### src/rtl/pls_pkg.sv
package pls_pkg;
    localparam int MULT_W  = 15;
    localparam int DIV_W   = 8;
    localparam int CNT_W   = 16;
    localparam int SHORT_TICKS = 200;

    typedef enum logic [1:0] {
        ST_OFF       = 2'd0,
        ST_ACQUIRE   = 2'd1,
        ST_LOCKED    = 2'd2,
        ST_CONNECTED = 2'd3
    } pls_state_e;

    typedef struct packed {
        logic             en;
        logic             conn;
        logic             irq_en;
        logic [MULT_W-1:0] mult;
        logic [DIV_W-1:0]  prediv;
    } pls_regs_t;
endpackage

### src/rtl/pls_startup_timer.sv
module pls_startup_timer
    import pls_pkg::*;
#(
    parameter int CW    = CNT_W,
    parameter int SHORT = SHORT_TICKS
) (
    input  logic          clk,
    input  logic          rst_n,
    input  logic          run,
    input  logic          clear,
    input  logic          tick,
    input  logic          use_short,
    input  logic [CW-1:0] long_limit,
    output logic          done
);
    localparam logic [CW-1:0] SHORT_LIM = CW'(SHORT);

    logic [CW-1:0] count_q;
    logic [CW-1:0] limit;

    always_comb begin
        limit = use_short ? SHORT_LIM : long_limit;
    end

    always_ff @(posedge clk) begin
        if (!rst_n) begin
            count_q <= '0;
        end else if (clear || !run) begin
            count_q <= '0;
        end else if (tick && (count_q < limit)) begin
            count_q <= count_q + 1'b1;
        end
    end

    always_comb begin
        done = run && !clear && (count_q >= limit);
    end
endmodule

### src/rtl/pls_ctrl_fsm.sv
module pls_ctrl_fsm
    import pls_pkg::*;
(
    input  logic       clk,
    input  logic       rst_n,
    input  logic       en,
    input  logic       conn,
    input  logic       restart,
    input  logic       lock_ok,
    input  logic       analog_mode,
    output pls_state_e state,
    output logic       acquiring,
    output logic       locked,
    output logic       connected
);
    pls_state_e state_q, state_d;

    always_ff @(posedge clk) begin
        if (!rst_n) begin
            state_q <= ST_OFF;
        end else begin
            state_q <= state_d;
        end
    end

    always_comb begin
        state_d = state_q;
        if (!en) begin
            state_d = ST_OFF;
        end else if (restart) begin
            state_d = ST_ACQUIRE;
        end else begin
            unique case (state_q)
                ST_OFF: begin
                    state_d = ST_ACQUIRE;
                end
                ST_ACQUIRE: begin
                    if (lock_ok) begin
                        state_d = ST_LOCKED;
                    end
                end
                ST_LOCKED: begin
                    if (analog_mode && !lock_ok) begin
                        state_d = ST_ACQUIRE;
                    end else if (conn) begin
                        state_d = ST_CONNECTED;
                    end
                end
                ST_CONNECTED: begin
                    if (analog_mode && !lock_ok) begin
                        state_d = ST_ACQUIRE;
                    end else if (!conn) begin
                        state_d = ST_LOCKED;
                    end
                end
                default: state_d = ST_OFF;
            endcase
        end
    end

    always_comb begin
        state     = state_q;
        acquiring = 1'b0;
        locked    = 1'b0;
        connected = 1'b0;
        unique case (state_q)
            ST_OFF:       ;
            ST_ACQUIRE:   acquiring = 1'b1;
            ST_LOCKED:    locked = 1'b1;
            ST_CONNECTED: begin
                locked    = 1'b1;
                connected = 1'b1;
            end
            default: ;
        endcase
    end
endmodule

### src/rtl/pls_status_pack.sv
module pls_status_pack
    import pls_pkg::*;
(
    input  logic [MULT_W-1:0] mult,
    input  logic [DIV_W-1:0]  prediv,
    input  logic              en,
    input  logic              conn,
    input  logic              lock,
    output logic [31:0]       word
);
    always_comb begin
        word = '0;
        word[MULT_W-1:0] = mult;
        word[16 +: DIV_W] = prediv;
        word[24] = en;
        word[25] = conn;
        word[26] = lock;
    end
endmodule

### src/rtl/pll_lock_supervisor.sv
module pll_lock_supervisor
    import pls_pkg::*;
#(
    parameter int CW    = CNT_W,
    parameter int SHORT = SHORT_TICKS
) (
    input  logic              clk,
    input  logic              rst_n,
    input  logic              ctl_wr,
    input  logic              ctl_enable,
    input  logic              ctl_connect,
    input  logic              ctl_irq_en,
    input  logic              cfg_wr,
    input  logic [MULT_W-1:0] cfg_mult,
    input  logic [DIV_W-1:0]  cfg_prediv,
    input  logic              pwr_down,
    input  logic              ref_tick,
    input  logic              pll_lock_in,
    input  logic              ref_out_of_range,
    input  logic              ref_below_400k,
    input  logic [CW-1:0]     startup_ticks_long,
    output logic              clk_sel_pll,
    output logic              lock_irq,
    output logic [31:0]       status_word
);
    pls_regs_t  regs_q;
    pls_state_e state;
    logic       cfg_changed;
    logic       restart;
    logic       timer_done;
    logic       lock_ok;
    logic       acquiring, locked, connected;

    always_comb begin
        cfg_changed = (cfg_mult != regs_q.mult) || (cfg_prediv != regs_q.prediv);
        restart     = cfg_wr && cfg_changed;
    end

    always_ff @(posedge clk) begin
        if (!rst_n) begin
            regs_q <= '0;
        end else begin
            if (cfg_wr) begin
                regs_q.mult   <= cfg_mult;
                regs_q.prediv <= cfg_prediv;
            end
            if (pwr_down) begin
                regs_q.en   <= 1'b0;
                regs_q.conn <= 1'b0;
                if (ctl_wr) begin
                    regs_q.irq_en <= ctl_irq_en;
                end
            end else if (ctl_wr) begin
                regs_q.en     <= ctl_enable;
                regs_q.conn   <= ctl_connect;
                regs_q.irq_en <= ctl_irq_en;
            end
        end
    end

    pls_startup_timer #(
        .CW    (CW),
        .SHORT (SHORT)
    ) u_timer (
        .clk        (clk),
        .rst_n      (rst_n),
        .run        (acquiring && regs_q.en),
        .clear      (restart),
        .tick       (ref_tick),
        .use_short  (ref_below_400k),
        .long_limit (startup_ticks_long),
        .done       (timer_done)
    );

    always_comb begin
        lock_ok = ref_out_of_range ? timer_done : pll_lock_in;
    end

    pls_ctrl_fsm u_fsm (
        .clk         (clk),
        .rst_n       (rst_n),
        .en          (regs_q.en),
        .conn        (regs_q.conn),
        .restart     (restart),
        .lock_ok     (lock_ok),
        .analog_mode (!ref_out_of_range),
        .state       (state),
        .acquiring   (acquiring),
        .locked      (locked),
        .connected   (connected)
    );

    always_comb begin
        clk_sel_pll = connected && regs_q.en && regs_q.conn && (state == ST_CONNECTED);
        lock_irq    = locked && regs_q.irq_en;
    end

    pls_status_pack u_pack (
        .mult   (regs_q.mult),
        .prediv (regs_q.prediv),
        .en     (regs_q.en),
        .conn   (regs_q.conn),
        .lock   (locked),
        .word   (status_word)
    );
endmodule

### config.mk
export PLATFORM = sky130hd
export DESIGN_NAME = pll_lock_supervisor
export DESIGN_NICKNAME = d
export VERILOG_FILES = /design/src/rtl/pls_pkg.sv /design/src/rtl/pls_startup_timer.sv /design/src/rtl/pls_ctrl_fsm.sv /design/src/rtl/pls_status_pack.sv /design/src/rtl/pll_lock_supervisor.sv
export SDC_FILE = /design/constraint.sdc
export NUM_CORES = 1
export LEC_CHECK = 0
export ABC_AREA = 1
export BUFFER_PORTS_ARGS = -buffer_cell sky130_fd_sc_hd__buf_2
export CORE_MARGIN = 4
export CORE_UTILIZATION = 57
export CTS_CLUSTER_DIAMETER = 120
export DETAILED_ROUTE_END_ITERATION = 10
export GPL_TIMING_DRIVEN = 0
export PLACE_DENSITY = 0.86
export SETUP_SLACK_MARGIN = 0.4
export SYNTH_ARGS = -nofsm -noshare
export SYNTH_HDL_FRONTEND = slang
export SYNTH_SLANG_ARGS = --single-unit
### constraint.sdc
create_clock -name clk -period 4.76 [get_ports clk]
set_input_delay 0.238 -clock clk [delete_from_list [all_inputs] [get_ports clk]]
set_output_delay 0.238 -clock clk [all_outputs]
set_load 0.005 [all_outputs]
After elaboration in Yosys (flattened, before gate mapping)

Index checks and enable logic that the tools add are counted.

Register bits: 44
Input bits: 51
Output and inout port bits: 34
Logic and storage cells: 63

Add/sub/neg operators: 1
Order comparisons: 2
Equality and inequality tests: 11
Multiplexer cells: 15
Bitwise operators: 2
Reduce and logical (&&, ||, !) cells: 24

Operators with widths:

| operator                                                              | count |
|---|---|
| 16-bit by 1-bit adder with 16-bit output, second input constant       | 1 |
| 16-bit >= comparator                                                  | 1 |
| 16-bit < comparator                                                   | 1 |
| 16-bit two-way mux                                                    | 1 |
| 15-bit != test                                                        | 1 |
| 1-bit logical AND                                                     | 10 |
| 2-bit two-way mux                                                     | 5 |
| 3-bit by 2-bit != test with 1-bit output, second input constant       | 3 |
| 1-bit two-way mux                                                     | 8 |
| 8-bit != test                                                         | 1 |
| 2-bit one-hot mux with 4 select lines                                 | 1 |
| 3-bit AND reduction                                                   | 2 |
| 2-bit OR reduction                                                    | 3 |
| 2-bit equality test, second input constant                            | 2 |
| 1-bit logical NOT                                                     | 4 |
| 4-bit by 2-bit != test with 1-bit output, second input constant       | 1 |
| 4-bit by 3-bit != test with 1-bit output, second input constant       | 1 |
| 3-bit OR reduction                                                    | 1 |
| 2-bit by 1-bit equality test with 1-bit output, second input constant | 1 |
| 2-bit logical NOT                                                     | 1 |
| 1-bit logical OR                                                      | 2 |
| 2-bit by 1-bit != test with 1-bit output, second input constant       | 1 |
| 1-bit inverter                                                        | 2 |
| 2-bit AND reduction                                                   | 1 |

Logic depth before layout (Yosys ltp)

Gate-level depths: netlist (run 1).

Depth in word-level cells: 12
Depth in mapped cells: 19
Mapped depth without buffers: 19

Hierarchy

A second synthesis (run 1) with hierarchy kept.

Cell total of the unflattened synthesis: 522
Area, all modules: 3169.3 um^2

Modules (own cells, without submodules):

| module              | times used | cells each | area an instance (um^2) | sequential area each (um^2) |
|---|---|---|---|---|
| pls_startup_timer   | 1          | 233        | 1412.6                  | 320.3 |
| pll_lock_supervisor | 1          | 230        | 1372.6                  | 520.5 |
| pls_status_pack     | 1          | 33         | 244.0                   | 0.0 |
| pls_ctrl_fsm        | 1          | 26         | 140.1                   | 40.0 |

Worst setup path before layout (run 1)

Ideal clock, no wire load.

Path type: input -> register
Start point: in ref_below_400k
End point: reg u_timer.count_q[11]
Library setup time: 116 ps
Arrival: 2064 ps
Data required time: 4644 ps
Path slack: 2580 ps
Stages: 14
Path buffers: 1
Cell sequence: inv_1 > clkbuf_1 > nand2_1 > ha_1 > a21oi_2 > o21ai_2 > a21oi_4 > nand3_4 > inv_6 > nand2_4 > nor3_2 > nand3_1 > o21ai_0 > nor2_1

Word-level cells in the longest chain between the ends: 3

Ends and longest elaborated chain:

| what                 | RTL line                  | text |
|---|---|---|
| start, declared      | pll_lock_supervisor.sv:20 | `input logic ref_below_400k,` |
| 16-bit two-way mux   | pls_startup_timer.sv:22   | `limit = use_short ? SHORT_LIM : long_limit;` |
| 16-bit < comparator  | pls_startup_timer.sv:30   | `end else if (tick && (count_q < limit)) begin` |
| 1-bit logical AND    | pls_startup_timer.sv:30   |  |
| end signal, assigned | pls_startup_timer.sv:31   | `count_q <= count_q + 1'b1;` |
| end, declared        | pls_startup_timer.sv:18   | `logic [CW-1:0] count_q;` |

No other way between the ends.
A chain may end at the register's enable or synchronous reset.

Final worst setup path (run 1)

Ends and elaborated chain as after synthesis.

==> impl_metrics.json, run 1 <==
{
  "status": "complete, no violations",
  "synth_top_cell_by_area": "dfxtp_1",
  "critPathBufInv": 4,
  "hold_depth": 3,
  "dr.pass1.iters": 4,
  "crit_fanout": 10,
  "r2r_cells": 13,
  "htree_levels": 2,
  "worst_clock_skew_ns": 0.00929,
  "synth-edff-count": 0,
  "maxCapViolCount": 0,
  "netlist-cell-type-count": 36,
  "layout_common_cells": "nand2_1 (107), buf_2 (78), nor2_1 (72)",
  "cp_top_family": "simple AND/OR/NAND/NOR gates",
  "final_core_utilization_pct": 71.0,
  "yosysTopAreaCellShare_pct": 29.2,
  "cts.path.max_buffers": 2,
  "period_minus_slack_ns": 2.43,
  "synth-seq-cells": 44,
  "cts.repair.resized": 0,
  "die_w_um": 80.8,
  "die_area_um2": 6520,
  "worst-setup-path-type": "in -> reg",
  "pin_count": 85,
  "setup_viol": 0,
  "relSlewSlack_pct": 66.2,
  "start_kind": "input pin",
  "synth_ff_type": "dfxtp_1",
  "die_h_um": 80.8,
  "critPathCapture": "u_timer.count_q[11]$_SDFFE_PP0P_",
  "num_antenna_cells": 0,
  "grt_pass1_wl_um": 11300,
  "grt_pass1_vias": 2776,
  "ir_drop_mv": 0.136,
  "num_vias": 3056,
  "layout-drive-gt1-share_pct": 24.4,
  "antenna_found_initial": 0,
  "clockPowerShare_pct": 34.6,
  "clock_latency_ns": 0.30,
  "ant_nets": 0,
  "netSwitchingFraction_pct": 26.7,
  "fp-row-count": 26,
  "reg2reg_slack_ns": 2.53,
  "numCtsBuffers": 5,
  "clkTransAtPathRegs_ns": 0.08,
  "startpoint": "ref_below_400k",
  "ctsHoldBuffers": 0,
  "arrival_ns": 2.62,
  "rsz0062_at_grt": "no",
  "track_usage_pct": 21.7,
  "r2r-end": "u_timer.count_q[11]$_SDFFE_PP0P_",
  "finalSetupTns_ns": 0,
  "grt_overflow_total": 0,
  "power.leakage_nw": 1.92,
  "yosysSeqAreaShare_pct": 29.2,
  "yosys_warnings": 0,
  "cp_common_cell": "nand2_1",
  "power.total_w": 0.000833,
  "drt_iter0_markers": 143,
  "coreArea_um2": 5110,
  "cts_sinks": 44,
  "period_share_pct": 51.0,
  "syn_avg_cell_area_um2": 6.48,
  "power_frac_seq_pct": 47.6,
  "cts_tree": "yes",
  "p_int_w": 0.000611,
  "crit_cells": 15,
  "gp_congestion": 0.848,
  "root_buffer": "clkbuf_8",
  "grt_max_degree": 15,
  "drt-wirelength-per-cell_um": 11.0,
  "slowest_delay_ns": 0.39,
  "required_ns": 4.96,
  "port_buffers": 78,
  "drc": 0,
  "dpl.hpwl_um": 5610,
  "syn_inst": 466,
  "power_switching_w": 0.000222,
  "wl_um": 6870,
  "postCtsSetupRepairBufs": 0,
  "critPathSlowestCell": "clkbuf_1",
  "critPathCaptureType": "register",
  "start_util_pct": 59.1,
  "tightest_slew_ns": 0.503,
  "layout_commonest_cell": "nand2_1",
  "async_flop_share_pct": 0,
  "fmax_ghz": 0.412,
  "powerDensity_nw_per_um2": 230,
  "drv_slew": 0,
  "finalHoldViolations": 0,
  "synthToLayoutAreaGrowth_pct": 20.1,
  "fin_nets": 624,
  "r2r_start": "u_timer.count_q[9]$_SDFFE_PP0P_",
  "path_cells": "buf_2, inv_1, clkbuf_1, nand2_1, ha_1, a21oi_1, nand2_1, a21oi_4, nand3_4, inv_6, nand2_4, nor3_2, nand3_1, o21ai_0, nor2_1",
  "mappedNetlistArea_um2": 3020,
  "p_comb_share_pct": 17.8,
  "synthTopCellsByArea": "dfxtp_1 (29%), nand2_1 (13%), nor2_1 (9.0%)",
  "vias_per_cell": 4.87,
  "min_path_type": "in -> reg"
}
[stage by stage]
stage          instances  hold WS, ns  cell area [um^2]  worst slack, ns
6_report             627        0.179              3630             2.33
5_1_grt              627        0.196              3630             2.06
4_1_cts              627        0.179              3630             2.36
3_5_place_dp         619        0.477              3510             2.04
3_3_place_gp         619        0.464              3510             2.11
2_1_floorplan        471        0.373              3040             2.58
[power groups by stage]
stage	clock network (W)	registers, W	logic (W)
2_1_floorplan	0	0.000402	0.0000939
5_1_grt	0.000312	0.000399	0.000170
4_1_cts	0.000293	0.000397	0.000149
3_5_place_dp	0	0.000405	0.000148
3_3_place_gp	0	0.000404	0.000142
6_report	0.000288	0.000397	0.000148
[tightest hold or removal path, delay by kind of cell]
family	cells	cell delay (ns)
buffers and inverters	1	0.07
AND/OR/NAND/NOR	2	0.13
[per-layer routing]
metal | GRT usage (%) | share of wire (%) | wire length (um)
met5 | 0 | 0 | 0
met4 | 7.43 | 1.5 | 104
met3 | 4.32 | 6.4 | 438
met2 | 40.1 | 50 | 3410
met1 | 24.8 | 43 | 2920
[final cells by class]
cell class	instances	area, um^2
Tap cell	70	87.6
Buffer	40	270
Timing Repair Buffer	78	390
Fill cell	459	1480
Clock inverter	3	42.5
Inverter	69	264
Clock buffer	5	68.8
Sequential cell	44	881
Multi-Input combinational cell	318	1620
[Yosys cell counts, types with 2 or more instances]
cell,n
o21ai_0,32
inv_2,2
nand4_1,10
xor2_1,4
nor2_4,2
nand3_4,2
nor3_1,5
inv_1,65
ha_1,17
nor2_1,72
a31oi_1,2
buf_4,32
nand3_1,7
nand2_2,4
nor3b_1,2
a21oi_1,29
xnor2_1,2
nand2_1,107
a211oi_1,2
clkbuf_1,8
or2_2,2
dfxtp_1,44
[cell families after synthesis]
| group | Yosys count | share of synthesized area [%] |
|---|---|---|
| xor+xnor | 6 | 1.74 |
| other cells | 1 | 0.124 |
| fa+ha+maj | 17 | 7.05 |
| simple gates | 218 | 31.3 |
| buf+inv | 109 | 17.7 |
| flops | 44 | 29.2 |
| compound gates | 71 | 12.9 |
[sequential cells by signal, summed over array words and instances, names as in the netlist]
| signal | flops |
|---|---|
| regs_q | 26 |
| u_fsm.state | 2 |
| u_timer.count_q | 16 |
[worst min path at each step]
stage                               startpoint  slack [ns]                         endpoint
5_1_grt                            cfg_mult[4]        0.20          regs_q[12]$_SDFFE_PN0P_
3_5_place_dp   u_timer.count_q[8]$_SDFFE_PP0P_        0.48  u_timer.count_q[8]$_SDFFE_PP0P_
6_report                            ctl_irq_en        0.18          regs_q[23]$_SDFFE_PN0P_
4_1_cts                             ctl_irq_en        0.18          regs_q[23]$_SDFFE_PN0P_
3_3_place_gp   u_timer.count_q[8]$_SDFFE_PP0P_        0.46  u_timer.count_q[8]$_SDFFE_PP0P_
2_1_floorplan                      cfg_mult[2]        0.37          regs_q[10]$_SDFFE_PN0P_
No activity file was read; power rests on OpenSTA's default activity.
==> run 2: changes to the inputs <==
- CORE_UTILIZATION: 57 -> 53
- PLACE_DENSITY: 0.86 -> 0.81
- clock period: 4.76 -> 2.3 ns (I/O delays scaled with it)
==> run 2 against run 1 <==
Net effect: via count is 2.4% higher; register-to-register slack worse by 2.2 ns; setup slack worse by 2.0 ns; global-route usage is 0.60 points lower; first-iteration DRC count is 38% lower; critical endpoint is now u_timer.count_q[14]$_SDFFE_PP0P_; largest cell class unchanged.
==> impl_metrics.json, run 2 (synthesized netlist as in run 1, its figures left out) <==
{
  "coreArea_um2": 5510,
  "top_register": "regs_q",
  "relSlewSlack_pct": 65.4,
  "port_buffers": 78,
  "p_int_w": 0.00127,
  "crit_fanout": 7,
  "worst-setup-path-type": "reg -> reg",
  "track_usage_pct": 21.1,
  "cts_sinks": 44,
  "drc": 0,
  "die_h_um": 83.5,
  "period_minus_slack_ns": 2.00,
  "num_antenna_cells": 0,
  "grt_pass1_vias": 2967,
  "power.leakage_nw": 2.06,
  "antenna_found_initial": 0,
  "vias_per_cell": 4.82,
  "p_comb_share_pct": 19.3,
  "grt_pass1_wl_um": 12400,
  "fin_nets": 644,
  "drv_slew": 0,
  "finalHoldViolations": 0,
  "power_switching_w": 0.000456,
  "fin_area_um2": 4010,
  "netSwitchingFraction_pct": 26.4,
  "maxCapViolCount": 0,
  "die_w_um": 83.5,
  "layout-drive-gt1-share_pct": 34.8,
  "ir_drop_mv": 0.234,
  "grt_overflow_total": 0,
  "place_area_um2": 3530,
  "num_vias": 3129,
  "powerDensity_nw_per_um2": 430,
  "grt_max_degree": 14,
  "rsz0062_at_grt": "yes",
  "ctsHoldBuffers": 0,
  "period_share_pct": 87.0,
  "dr.pass1.iters": 4,
  "cts.path.max_buffers": 2,
  "synthToLayoutAreaGrowth_pct": 32.9,
  "fin_cells": 649,
  "min_path_type": "in -> reg",
  "dpl.hpwl_um": 5710,
  "drt-wirelength-per-cell_um": 11.9,
  "status": "complete, no violations",
  "layout_commonest_cell": "nand2_1",
  "pin_count": 85,
  "die_area_um2": 6970,
  "drt_iter0_markers": 89,
  "power_frac_seq_pct": 47.1,
  "largest_reg_flops": 26,
  "htree_levels": 2,
  "numCtsBuffers": 5,
  "setup_viol": 0,
  "critPathCaptureType": "register",
  "hold_depth": 3,
  "start_util_pct": 54.8,
  "gp_congestion": 0.914,
  "tightest_slew_ns": 0.515,
  "placedCellCount": 621,
  "layout_common_cells": "nand2_1 (102), buf_2 (78), nor2_1 (71)",
  "fmax_ghz": 0.500,
  "clockPowerShare_pct": 33.7,
  "arrival_ns": 2.22,
  "clkTransAtPathRegs_ns": 0.08,
  "root_buffer": "clkbuf_8",
  "wl_um": 7720,
  "fp-row-count": 27,
  "worst_clock_skew_ns": 0.00936,
  "cts_tree": "yes",
  "r2r_cells": 13,
  "ant_nets": 0,
  "clock_latency_ns": 0.29,
  "reg2reg_slack_ns": 0.30,
  "required_ns": 2.52,
  "start_kind": "register"
}
## run 2: changes by cell type in the layout (fill, tap and decap cells not counted), moves of 3 or more
cell,change
ha_4,+11
a21oi_2,+3
a21oi_1,-3
buf_4,+20
dfxtp_2,+11
inv_2,+3
ha_1,-11
dfxtp_4,+9
inv_1,-4
dfxtp_1,-20
nand2_2,+5
nand2_1,-5
## run 2: routing by layer
layer,global-route usage [%],vias up,share of wire [%]
met3,4.24,8,7.1
met4,6.87,0,1.0
met5,0,-,0
met1,25.7,1363,44
li1,-,1648,-
met2,37.1,110,48
## run 2: worst paths after layout
kind / start / end
max reg2reg: u_timer.count_q[5]$_SDFFE_PP0P_ / u_timer.count_q[14]$_SDFFE_PP0P_
min: ctl_irq_en / regs_q[23]$_SDFFE_PN0P_
max: u_timer.count_q[5]$_SDFFE_PP0P_ / u_timer.count_q[14]$_SDFFE_PP0P_
min reg2reg: u_timer.count_q[8]$_SDFFE_PP0P_ / u_timer.count_q[8]$_SDFFE_PP0P_
## run 2: what timing repair did
action / 4_1_cts / 5_1_grt
resized for setup: 28 / 28
setup buffers: 10 / 10
pin swaps: 10 / 19
cloned: 0 / 0
setup endpoints to repair: 11 / 14
## run 2: per-stage QoR
step           total power [W]  utilization, %  setup TNS, ns  hold slack (ns)  setup WS, ns
2_1_floorplan          0.00103               -              0            0.250         0.407
3_3_place_gp           0.00114            64.2       -0.00267            0.336      -0.00267
3_5_place_dp           0.00115            64.2        -0.0480            0.356       -0.0383
4_1_cts                0.00173            69.6              0           0.0441         0.374
5_1_grt                0.00182            72.8              0           0.0791         0.194
6_report               0.00173            72.8              0           0.0489         0.299
## run 2: power groups by stage
stage	logic, W	clock network (W)	registers, W
global placement	0.000301	0	0.000836
global route	0.000379	0.000622	0.000818
CTS	0.000321	0.000591	0.000814
floorplan	0.000196	0	0.000832
finish	0.000332	0.000582	0.000812
detailed placement	0.000310	0	0.000839
## run 2: final cells by class
class | instances | area [um^2]
Timing Repair Buffer | 98 | 541
Inverter | 69 | 267
Clock buffer | 6 | 72.6
Fill cell | 439 | 1500
Buffer | 40 | 282
Multi-Input combinational cell | 318 | 1800
Tap cell | 72 | 90.1
Sequential cell | 44 | 928
Clock inverter | 2 | 35.0
## run 2: worst max-delay path, stage by stage, from the launching register on
cell and delay, ns:
dfxtp_2 0.35, ha_4 0.24, a21oi_1 0.17, nor2_1 0.07, nor2_1 0.12, nand2_1 0.07, nand2_2 0.09, nand3_4 0.10
inv_6 0.11, nand3_4 0.08, nor2_4 0.13, nand2_2 0.06, or2_0 0.21, a21oi_1 0.14
==> run 3: changes to the inputs <==
- ABC_AREA: 1 -> 0
- CELL_PAD_IN_SITES_DETAIL_PLACEMENT: default -> 0
- CELL_PAD_IN_SITES_GLOBAL_PLACEMENT: default -> 1
- CORE_UTILIZATION: 53 -> 38
- PLACE_DENSITY: 0.81 -> default
- PLACE_DENSITY_LB_ADDON: default -> 0.1
==> run 3 against run 2 <==
Net effect: global-route usage shrank 5.2 points; power shrank 4.3%; synthesized area shrank 5.5%; count of clock-buffer cells in the layout grew 1; largest cell class unchanged; largest power group unchanged.
==> impl_metrics.json, run 3 <==
{
  "period_share_pct": 91.2,
  "die_area_um2": 8950,
  "required_ns": 2.49,
  "ctsHoldBuffers": 0,
  "synthToLayoutAreaGrowth_pct": 49.2,
  "path_cells": "ha_1, nand2_1, nor4_4, a21boi_4, buf_12, buf_16, nor4_4, xnor2_1, nor2_1",
  "setup_viol": 0,
  "place_area_um2": 3440,
  "worst_clock_skew_ns": 0.00546,
  "ant_nets": 0,
  "grt_overflow_total": 0,
  "layout-drive-gt1-share_pct": 50.0,
  "min_path_type": "in -> reg",
  "worst-setup-path-type": "reg -> reg",
  "start_kind": "register",
  "root_buffer": "clkbuf_8",
  "power.total_w": 0.00165,
  "port_buffers": 77,
  "finalSetupTns_ns": 0,
  "coreArea_um2": 7290,
  "drc": 0,
  "tightest_slew_ns": 0.734,
  "gp_congestion": 0.753,
  "dr.pass1.iters": 6,
  "yosysSeqAreaShare_pct": 30.9,
  "syn_avg_cell_area_um2": 8.88,
  "critPathSlowestCell": "dfxtp_2",
  "layout_commonest_cell": "buf_2",
  "synth_top_cell_by_area": "dfxtp_1",
  "dpl.hpwl_um": 4980,
  "cp_top_family": "simple AND/OR/NAND/NOR gates",
  "relSlewSlack_pct": 51.1,
  "grt_max_degree": 13,
  "arrival_ns": 2.29,
  "grt_pass1_vias": 2474,
  "status": "complete, no violations",
  "fp-row-count": 31,
  "syn_inst": 321,
  "grt_pass1_wl_um": 11400,
  "cts.path.max_buffers": 2,
  "drt-wirelength-per-cell_um": 12.9,
  "cp_common_cell": "nor4_4",
  "netlist-cell-type-count": 36,
  "period_minus_slack_ns": 2.10,
  "fin_ws_ns": 0.202,
  "track_usage_pct": 15.9,
  "rsz0062_at_grt": "yes",
  "critPathCaptureType": "register",
  "slowest_delay_ns": 0.36,
  "place_ws_ns": -0.232,
  "largest_reg_flops": 26,
  "top_register": "regs_q",
  "finalHoldViolations": 0,
  "maxCapViolCount": 0,
  "yosys_warnings": 0,
  "critPathBufInv": 2,
  "num_antenna_cells": 0,
  "pin_count": 85,
  "num_vias": 2536,
  "fin_nets": 510,
  "synth-seq-cells": 44,
  "antenna_found_initial": 0,
  "fin_area_um2": 4250,
  "yosysTopAreaCellShare_pct": 30.9,
  "synth-edff-count": 0,
  "synthTopCellsByArea": "dfxtp_1 (31%), mux2i_1 (9.5%), buf_4 (8.4%)",
  "ir_drop_mv": 0.260,
  "drt_iter0_markers": 43,
  "start_util_pct": 39.1,
  "fmax_ghz": 0.477,
  "cts_tree": "yes",
  "post-synth-top-count-cell": "dfxtp_1",
  "powerDensity_nw_per_um2": 388,
  "vias_per_cell": 4.69,
  "power.leakage_nw": 1.85,
  "mappedNetlistArea_um2": 2850,
  "die_h_um": 94.6,
  "final_core_utilization_pct": 58.3,
  "cts_sinks": 44,
  "htree_levels": 2,
  "synth_common_cells": "dfxtp_1 (44), buf_4 (32), nor2b_1 (28)",
  "layout_common_cells": "buf_2 (78), buf_4 (59), nor2b_1 (28)",
  "clkTransAtPathRegs_ns": 0.08,
  "clock_latency_ns": 0.29,
  "wl_um": 6970,
  "async_flop_share_pct": 0,
  "synth_ff_type": "dfxtp_1",
  "die_w_um": 94.6,
  "numCtsBuffers": 5,
  "drv_slew": 0,
  "crit_fanout": 5
}
[run 3: cell types whose count changed after synthesis, moves of 15 or more]
cell and change:
nor2b_1 +28, xor2_1 +16, mux2i_1 +27, xnor2_1 +16, nand2_1 -91, nor4_1 +15
a21oi_1 -21, nor2_1 -47, o21ai_0 -29, inv_1 -63
[run 3: path summary, 6_finish.rpt]
| check | cells after the start | slack (ns) | start | endpoint |
|---|---|---|---|---|
| setup / recovery | 9 | 0.20 | u_timer.count_q[7]$_SDFFE_PP0P_ | u_timer.count_q[15]$_SDFFE_PP0P_ |
| hold / removal | 3 | 0.06 | ctl_enable | regs_q[25]$_SDFFE_PP0P_ |
| setup reg to reg | 9 | 0.20 | u_timer.count_q[7]$_SDFFE_PP0P_ | u_timer.count_q[15]$_SDFFE_PP0P_ |
| hold reg to reg | 2 | 0.52 | regs_q[25]$_SDFFE_PP0P_ | u_fsm.state[1]$_SDFFE_PP0P_ |
[run 3: cell families (layout without fill, tap and decap cells)]
family	count (synthesis)	after routing	synth area share (%)
compound gates	23	23	5.22
xor+xnor	38	38	11.7
fa+ha+maj	17	17	7.46
buf+inv	46	162	11.0
flops	44	44	30.9
mux	27	27	9.48
other cells	1	6	0.132
simple gates	125	125	24.1
[run 3: worst register-to-register path, stage by stage (launching register included)]
cell and delay (ns):
dfxtp_2 0.36, ha_1 0.32, nand2_1 0.12, nor4_4 0.33, a21boi_4 0.34, buf_12 0.15
buf_16 0.12, nor4_4 0.04, xnor2_1 0.16, nor2_1 0.06
[run 3: metrics by stage]
step           cells  hold slack (ns)
4_1_cts          534           0.0541
5_1_grt          541           0.0673
3_5_place_dp     502            0.366
6_report         541           0.0610
2_1_floorplan    326            0.243
3_3_place_gp     502            0.363
[run 3: area by class of cell]
cell class | count | area (um^2)
buffer | 44 | 352
clock buffer | 7 | 96.3
fill | 676 | 3040
inverter | 2 | 7.51
multi-input combinational | 236 | 2070
sequential | 44 | 915
tap | 99 | 124
timing repair buffer | 109 | 694
[run 3: timing repair]
item	CTS	global route
setup buffers	23	7
pin swaps	38	19
gates resized for setup	60	24
cloned	2	0
endpoints found under the setup margin	18	18
[run 3: metal layers]
metal	global-route usage, %	share of wire (%)	up-vias
met5	0	0	-
met4	4.69	0.90	0
met3	4.62	6.5	7
met2	27.2	49	65
met1	19.2	44	1156
li1	-	-	1308
[run 3: power by group]
part	internal (W)	leakage, nW	switching (W)
Combinational	0.000179	1.43	0.000141
Sequential	0.000784	0.369	0.0000230
Clock	0.000268	0.0503	0.000257
